## src/rtl/tsi_pkg.sv

```systemverilog
package tsi_pkg;
  localparam int SLOT_W = 5;
  localparam int BIT_W  = 3;
  localparam int MASK_W = 1 << BIT_W;

  typedef enum logic [1:0] {
    PAR_ALL  = 2'd0,
    PAR_ODD  = 2'd1,
    PAR_EVEN = 2'd2,
    PAR_BOTH = 2'd3
  } parity_e;

  typedef struct packed {
    logic              pin_sel;
    logic              enable;
    parity_e           parity;
    logic [MASK_W-1:0] mask;
    logic [SLOT_W-1:0] slot;
  } ins_cfg_t;

  function automatic logic parity_ok(parity_e p, logic odd);
    case (p)
      PAR_ODD:  return odd;
      PAR_EVEN: return !odd;
      default:  return 1'b1;
    endcase
  endfunction

  // Position match for one bit; last_slot and fbit_code come from the top.
  function automatic logic pos_hit(ins_cfg_t c, logic [SLOT_W-1:0] slot,
                                   logic [BIT_W-1:0] bitn, logic odd,
                                   logic [SLOT_W-1:0] last_slot,
                                   logic [SLOT_W-1:0] fbit_code);
    logic gate;
    gate = c.enable && c.pin_sel && parity_ok(c.parity, odd);
    if (!gate) return 1'b0;
    if (c.slot == fbit_code) return (slot == '0) && c.mask[0];
    if (c.slot == '0 || c.slot > last_slot) return 1'b0;
    return (slot == c.slot) && c.mask[bitn];
  endfunction
endpackage

```

## src/rtl/tsi_cfg_shadow.sv

```systemverilog
module tsi_cfg_shadow
  import tsi_pkg::*;
(
  input  logic     clk,
  input  logic     rst_n,
  input  logic     boundary,
  input  ins_cfg_t cfg_in,
  output ins_cfg_t cfg_eff
);
  ins_cfg_t cfg_act;

  always_ff @(posedge clk) begin
    if (!rst_n)        cfg_act <= '0;
    else if (boundary) cfg_act <= cfg_in;
  end

  // The framing-bit cycle already uses the incoming setting.
  assign cfg_eff = boundary ? cfg_in : cfg_act;


  cfg_hold_chk: assert property (@(posedge clk) disable iff (!rst_n)
    !boundary |=> $stable(cfg_act));
endmodule

```

## src/rtl/tsi_match.sv

```systemverilog
module tsi_match
  import tsi_pkg::*;
#(
  parameter int N_SLOTS   = 24,
  parameter int FBIT_CODE = 31
) (
  input  logic              clk,
  input  logic              rst_n,
  input  ins_cfg_t          cfg_eff,
  input  logic [SLOT_W-1:0] slot_num,
  input  logic [BIT_W-1:0]  bit_num,
  input  logic              frame_odd,
  output logic              hit_now
);
  localparam logic [SLOT_W-1:0] LAST_SLOT = SLOT_W'(N_SLOTS);
  localparam logic [SLOT_W-1:0] FBIT      = SLOT_W'(FBIT_CODE);

  assign hit_now = pos_hit(cfg_eff, slot_num, bit_num, frame_odd, LAST_SLOT, FBIT);


  hit_gate_chk: assert property (@(posedge clk) disable iff (!rst_n)
    hit_now |-> (cfg_eff.enable && cfg_eff.pin_sel));


  slot_code_chk: assert property (@(posedge clk) disable iff (!rst_n)
    hit_now |-> ((slot_num == '0) ? (cfg_eff.slot == FBIT)
                                  : (cfg_eff.slot == slot_num)));
endmodule

```

## src/rtl/tsi_datapath.sv

```systemverilog
module tsi_datapath (
  input  logic clk,
  input  logic rst_n,
  input  logic hit_now,
  input  logic tx_in,
  input  logic ext_data,
  output logic strobe,
  output logic tx_out
);
  logic hit_q, tx_q, out_q;

  always_ff @(posedge clk) begin
    if (!rst_n) begin
      hit_q <= 1'b0;
      tx_q  <= 1'b0;
      out_q <= 1'b0;
    end else begin
      hit_q <= hit_now;
      tx_q  <= tx_in;
      out_q <= hit_q ? ext_data : tx_q;
    end
  end

  assign strobe = hit_q;
  assign tx_out = out_q;


  strobe_take_chk: assert property (@(posedge clk) disable iff (!rst_n)
    strobe |=> (tx_out == $past(ext_data)));
endmodule

```

## src/rtl/tsi_inserter.sv

```systemverilog
module tsi_inserter
  import tsi_pkg::*;
#(
  parameter int N_SLOTS   = 24,
  parameter int FBIT_CODE = 31
) (
  input  logic              clk,
  input  logic              rst_n,
  input  logic [SLOT_W-1:0] slot_num,
  input  logic [BIT_W-1:0]  bit_num,
  input  logic              frame_odd,
  input  logic              tx_in,
  input  logic [SLOT_W-1:0] cfg_slot,
  input  logic [MASK_W-1:0] cfg_mask,
  input  logic [1:0]        cfg_parity,
  input  logic              cfg_enable,
  input  logic              cfg_pin_sel,
  input  logic              ext_data,
  output logic              ext_clk,
  output logic              tx_out
);
  ins_cfg_t cfg_in, cfg_eff;
  logic     frame_start;
  logic     hit_now;
  logic [1:0] warm;

  assign frame_start = (slot_num == '0);
  assign cfg_in = '{pin_sel: cfg_pin_sel, enable: cfg_enable,
                    parity: parity_e'(cfg_parity), mask: cfg_mask, slot: cfg_slot};

  tsi_cfg_shadow u_shadow (
    .clk(clk), .rst_n(rst_n), .boundary(frame_start),
    .cfg_in(cfg_in), .cfg_eff(cfg_eff));

  tsi_match #(.N_SLOTS(N_SLOTS), .FBIT_CODE(FBIT_CODE)) u_match (
    .clk(clk), .rst_n(rst_n), .cfg_eff(cfg_eff), .slot_num(slot_num),
    .bit_num(bit_num), .frame_odd(frame_odd), .hit_now(hit_now));

  tsi_datapath u_dp (
    .clk(clk), .rst_n(rst_n), .hit_now(hit_now), .tx_in(tx_in),
    .ext_data(ext_data), .strobe(ext_clk), .tx_out(tx_out));

  // Cycles since reset, saturating; gates checks that look two cycles back.
  always_ff @(posedge clk) begin
    if (!rst_n)             warm <= 2'd0;
    else if (warm != 2'd3)  warm <= warm + 2'd1;
  end


  pass_through_chk: assert property (@(posedge clk) disable iff (!rst_n)
    (warm == 2'd3 && !ext_clk) |=> (tx_out == $past(tx_in, 2)));


  strobe_single_chk: assert property (@(posedge clk) disable iff (!rst_n)
    (ext_clk && slot_num == '0) |-> $past(slot_num) != '0);
endmodule

```

## config.mk

```make
export PLATFORM = sky130hd
export DESIGN_NAME = tsi_inserter
export DESIGN_NICKNAME = d
export VERILOG_FILES = /design/src/rtl/tsi_pkg.sv /design/src/rtl/tsi_cfg_shadow.sv /design/src/rtl/tsi_match.sv /design/src/rtl/tsi_datapath.sv /design/src/rtl/tsi_inserter.sv
export SDC_FILE = /design/constraint.sdc
export NUM_CORES = 1
export LEC_CHECK = 0
export ABC_AREA = 1
export BUFFER_PORTS_ARGS = -buffer_cell sky130_fd_sc_hd__buf_2
export CAP_MARGIN = 20
export CORE_ASPECT_RATIO = 0.9
export CORE_MARGIN = 3
export CORE_UTILIZATION = 55
export CTS_CLUSTER_SIZE = 12
export DETAILED_ROUTE_END_ITERATION = 10
export GPL_TIMING_DRIVEN = 0
export PLACE_DENSITY = 0.83
export SETUP_SLACK_MARGIN = 0.5
export SLEW_MARGIN = 20
export SYNTH_ARGS = -nofsm -noshare
export SYNTH_HDL_FRONTEND = slang
export SYNTH_SLANG_ARGS = --single-unit
```

## constraint.sdc

```tcl
create_clock -name clk -period 4.58 [get_ports clk]
set_clock_uncertainty 0.15 [all_clocks]
set_input_delay 0.916 -clock clk [delete_from_list [all_inputs] [get_ports clk]]
set_output_delay 0.916 -clock clk [all_outputs]
set_load 0.03 [all_outputs]
```

Word-level counts from Yosys, hierarchy flattened
Cells that the tools add are included.
- equal/unequal tests: 4
- reductions and logical operators: 8
- multiplexer cells: 16
- order comparisons: 2
- operators by type and width (kind ; number):
    $mux W17 ; 1
    $mux W1 ; 13
    $logic_not A5 Y1 ; 2
    $eq A5 B5 Y1 ; 1
    $eq A5 B5 Y1 const B ; 1
    $gt A5 B5 Y1 const B ; 1
    $logic_and A1 B1 Y1 ; 4
    $lt A3 B4 Y1 const B ; 1
    $bmux W1 S3 ; 1
    $eq A2 B1 Y1 const B ; 1
    $eq A2 B2 Y1 const B ; 1
    $pmux W1 S2 ; 1
    $logic_not A1 Y1 ; 1
    $logic_or A1 B1 Y1 ; 1
- output and inout bits: 2
- input port bits: 30
- flip-flop bits (word level): 20

Longest topological paths before layout
- depth after elaboration: 11
- gate-level depth with buffers: 12
- mapped depth without buffers: 11

By module
From an unflattened synthesis, not the netlist that was laid out.
- cell total of the unflattened synthesis: 237
- area, all modules: 1335.0 µm²
- modules (own cells, without submodules) (module ; area an instance (µm²) ; instances ; cells each):
    tsi_cfg_shadow ; 880.8 ; 1 ; 142
    tsi_match ; 331.6 ; 1 ; 76
    tsi_datapath ; 96.3 ; 1 ; 12
    tsi_inserter ; 26.3 ; 1 ; 7

Worst setup path before layout
OpenSTA, ideal clock, no wires.
- path type: input to register
- start: input slot_num[4]
- end: register u_dp.hit_q, in the netlist u_dp.strobe
- stages on the path: 12
- buffers on the path: 1
- library setup time: 0.116 ns
- data arrival time: 2.277 ns
- setup slack: 2.036 ns
- cell sequence: inv_1 > nand3_1 > buf_6 > inv_1 > or2_2 > o21ai_0 > inv_1 > ha_1 > a21oi_1 > o21ai_0 > nand3b_1 > a21oi_1
- RTL lines (item ; line ; text):
    start, declared ; tsi_inserter.sv:9 ; input logic [SLOT_W-1:0] slot_num,
    end signal, assigned ; tsi_datapath.sv:18 ; hit_q <= hit_now;
    end, declared ; tsi_datapath.sv:10 ; logic hit_q, tx_q, out_q;

==> impl_metrics.sql <==
INSERT INTO impl_metrics (metric_group, metric, value, unit) VALUES
('die', 'fp.dieH', '49.7', 'um'),
('clocking', 'cts_post_setup_buffers_inserted', '0', ''),
('sta', 'fmaxAchievable', '394', 'MHz'),
('die', 'dieArea', '0.00271', 'mm2'),
('sta', 'fin_crit_sh', '55.4', '%'),
('setup_path', 'path_cells', 'buf_2 -> nor2_2 -> nand3_1 -> buf_6 -> inv_1 -> or2_2 -> o21ai_0 -> inv_1 -> ha_1 -> a21oi_1 -> o21ai_0 -> nand3b_1 -> a21oi_1', ''),
('synthesis', 'synth_seq_cells', '20', ''),
('clocking', 'cts_hold_buf', '0', ''),
('place', 'post-dp-hpwl', '1.92', 'mm'),
('routing', 'via_total_after_detailed_routing', '1204', ''),
('sta', 'worst_slew_pin_slew', '0.467', 'ns'),
('global_routing', 'groute.usage.overall', '21.7', '%'),
('die', 'top_level_ports', '32', ''),
('setup_path', 'worstPathRequired', '4.63', 'ns'),
('sta', 'crit_path_time_final', '2.54', 'ns'),
('setup_path', 'slowest_delay', '0.28', 'ns'),
('clocking', 'clock_slew_at_reported_path_ffs', '0.11', 'ns'),
('global_routing', 'grt_pass1_wl', '4.49', 'mm'),
('routing', 'drt_first_iter_violations', '39', ''),
('sta', 'unrepaired_setup_endpoints_after_global_routing', 'false', ''),
('setup_path', 'timing.critical_path.slowest_stage_cell', 'sky130_fd_sc_hd__or2_2', ''),
('job', 'max_cap_viol_count', '0', ''),
('setup_path', 'startpoint_type', 'input pin', ''),
('synthesis', 'synthesis.nets', '217', ''),
('pwr', 'sequentialPowerShare', '53.2', '%'),
('routing', 'routedWlPerCell', '10.2', 'um'),
('layout', 'layout-drive-gt1-share', '23.2', '%'),
('global_routing', 'vias_in_the_first_global_route', '1116', ''),
('synthesis', 'synth_cell_type_count', '19', ''),
('setup_path', 'r2r_slack', '2.90', 'ns'),
('routing', 'viasPerCell', '4.91', ''),
('sta', 'setup-tns-final', '0', 'ns'),
('pwr', 'clock_power_share', '30.6', '%'),
('global_routing', 'grt_overflow', '0', ''),
('place', 'place.port_buffers', '31', ''),
('setup_path', 'crit_type', 'input pin to flop', ''),
('sta', 'setup-violations-final', '0', ''),
('clocking', 'cts.repair.resized', '0', ''),
('hold_path', 'timing.hold.worst.class', 'flop to flop', ''),
('die', 'start_util', '59.3', '%'),
('routing', 'drt_pre_antenna_iters', '4', ''),
('synthesis', 'yosys_warnings', '0', ''),
('synthesis', 'syn_avg_cell_area', '6.32', 'um2'),
('synthesis', 'netlist_instances', '185', ''),
('pwr', 'comb_power_share', '16.2', '%'),
('synthesis', 'yosysSeqAreaShare', '34.3', '%'),
('pwr', 'static-leakage-power', '0.791', 'nW'),
('pwr', 'swShare', '26.0', '%'),
('clocking', 'clock_tree_from_tritoncts', 'built', ''),
('clocking', 'htree_levels', '1', ''),
('pwr', 'internal_power', '0.249', 'mW'),
('layout', 'layout-area-overhead-vs-synth', '19.1', '%'),
('routing', 'final_antenna_net_count', '0', ''),
('sta', 'max-slew-margin-rel', '68.9', '%'),
('global_routing', 'antenna_found_initial', '0', ''),
('layout', 'num_antenna_cells', '0', ''),
('global_routing', 'pin_count_of_the_biggest_net_entering_global_routing', '12', ''),
('pwr', 'power_density', '242', 'mW/mm2'),
('die', 'num_rows', '15', ''),
('clocking', 'clk_latency', '0.30', 'ns'),
('layout', 'fin_nets', '253', ''),
('pwr', 'vdd_ir_drop_max', '181', 'uV'),
('setup_path', 'cp-end-kind', 'flop', ''),
('clocking', 'root_buffer', 'sky130_fd_sc_hd__clkbuf_4', ''),
('die', 'die-width', '54.6', 'um'),
('clocking', 'cts_inserted_buffers', '3', ''),
('layout', 'final_core_utilization', '70.6', '%'),
('sta', 'timing_hold_violations_final', '0', ''),
('clocking', 'cts.sink_count', '20', ''),
('routing', 'route.final.wire_length', '2.49', 'mm'),
('die', 'coreArea', '0.00197', 'mm2'),
('routing', 'detail_route.drc_violations', '0', ''),
('pwr', 'switching_power', '0.0874', 'mW'),
('place', 'finalWeightedCongestion', '0.841', ''),
('synthesis', 'syn-cell-area', '0.00117', 'mm2'),
('run_status', 'status', 'finished, final reports clean', ''),
('setup_path', 'path_max_fanout', '10', ''),
('clocking', 'clockBufferDepth', '2', ''),
('setup_path', 'cp.arrival', '2.59', 'ns'),
('sta', 'timing.final.max_slew_violations', '0', '');
## registers in the layout, indices dropped and copies added (netlist names)
name / flops
u_dp.strobe: 1
u_dp.tx_out: 1
u_dp.tx_q: 1
u_shadow.cfg_act: 17
## cells by family (layout without fill, tap and decap cells)
group | count (synthesis) | count (layout) | synth area share [%]
flip-flops | 20 | 20 | 34.3
multiplexers | 1 | 1 | 0.857
adder cells (fa/ha/maj) | 2 | 2 | 2.14
AO/OA/AOI/OAI | 10 | 10 | 4.60
AND/OR/NAND/NOR | 107 | 107 | 42.2
buffers and inverters | 45 | 80 | 16.0
## stage by stage
step / std cells / cell area (um2) / power [mW] / hold slack (ns) / worst slack [ns]
floorplan: 185 / 1170 / 0.215 / 0.302 / 2.04
global placement: 241 / 1360 / 0.235 / 0.292 / 1.76
detailed placement: 241 / 1360 / 0.237 / 0.296 / 1.73
CTS: 245 / 1390 / 0.339 / 0.313 / 2.06
global route: 245 / 1390 / 0.358 / 0.329 / 1.87
finish: 245 / 1390 / 0.336 / 0.311 / 2.04
## placed cells by master (no fill, tap or decap), drive strengths merged, types with 4 or more instances in the layout
cell type,netlist,layout
nand2,44,44
inv,39,39
buf,5,36
nor2,25,25
nand3,22,22
dfxtp,20,20
nand4,11,11
o21ai,6,6
clkbuf,1,5
a21oi,4,4
## final timing paths
check | startpoint | cells after the start | to
setup reg to reg | u_shadow.cfg_act[14] | 8 | u_dp.strobe
setup / recovery | slot_num[2] | 13 | u_dp.strobe
hold / removal | u_dp.strobe | 1 | u_dp.tx_out
hold reg to reg | u_dp.strobe | 1 | u_dp.tx_out
## worst max-delay path, delay by kind of cell
| kind | cells | cell delay (ns) |
|---|---|---|
| adders and majority gates | 1 | 0.27 |
| and+or+nand+nor | 4 | 0.54 |
| buffers and inverters | 4 | 0.46 |
| AOI/OAI and AO/OA | 4 | 0.39 |
## synthesized netlist by cell type
cell type	number	share of area [%]
sky130_fd_sc_hd__nand3b_1	3	1.9
sky130_fd_sc_hd__o21ai_2	1	0.75
sky130_fd_sc_hd__nand4_1	11	5.9
sky130_fd_sc_hd__nand3_1	22	9.4
sky130_fd_sc_hd__dfxtp_1	20	34
sky130_fd_sc_hd__or2_2	2	1.1
sky130_fd_sc_hd__clkbuf_1	1	0.32
sky130_fd_sc_hd__a21oi_1	4	1.7
sky130_fd_sc_hd__nand2_1	39	13
sky130_fd_sc_hd__buf_4	2	1.3
sky130_fd_sc_hd__nand2_2	5	2.7
sky130_fd_sc_hd__buf_6	1	0.96
sky130_fd_sc_hd__mux2i_1	1	0.86
sky130_fd_sc_hd__nor2_1	22	7.1
sky130_fd_sc_hd__nor2_2	3	1.6
sky130_fd_sc_hd__inv_1	39	13
sky130_fd_sc_hd__buf_2	2	0.86
sky130_fd_sc_hd__ha_1	2	2.1
sky130_fd_sc_hd__o21ai_0	5	2.1
## power groups by stage
stage | clock, mW | combinational (mW) | sequential, mW
after floorplan | 0 | 0.0317 | 0.183
after global placement | 0 | 0.0521 | 0.183
after detailed placement | 0 | 0.0540 | 0.183
after CTS | 0.106 | 0.0543 | 0.179
after global routing | 0.115 | 0.0631 | 0.179
final | 0.103 | 0.0545 | 0.179
## layer usage
metal | global-route usage, % | vias to the layer above | wire length, um
met5 | 0 | - | 0
li1 | - | 643 | -
met3 | 5.44 | 2 | 198
met1 | 29.6 | 509 | 1180
met2 | 33.7 | 50 | 1100
met4 | 5.39 | 0 | 12
## final cells by class
class	instances	area, um2
Multi-Input combinational cell	120	582
Tap cell	25	31.3
Clock buffer	4	36.3
Sequential cell	20	400
Fill cell	185	579
Timing Repair Buffer	31	155
Buffer	6	40.0
Inverter	39	146
Power figures use the tool's default switching activity.
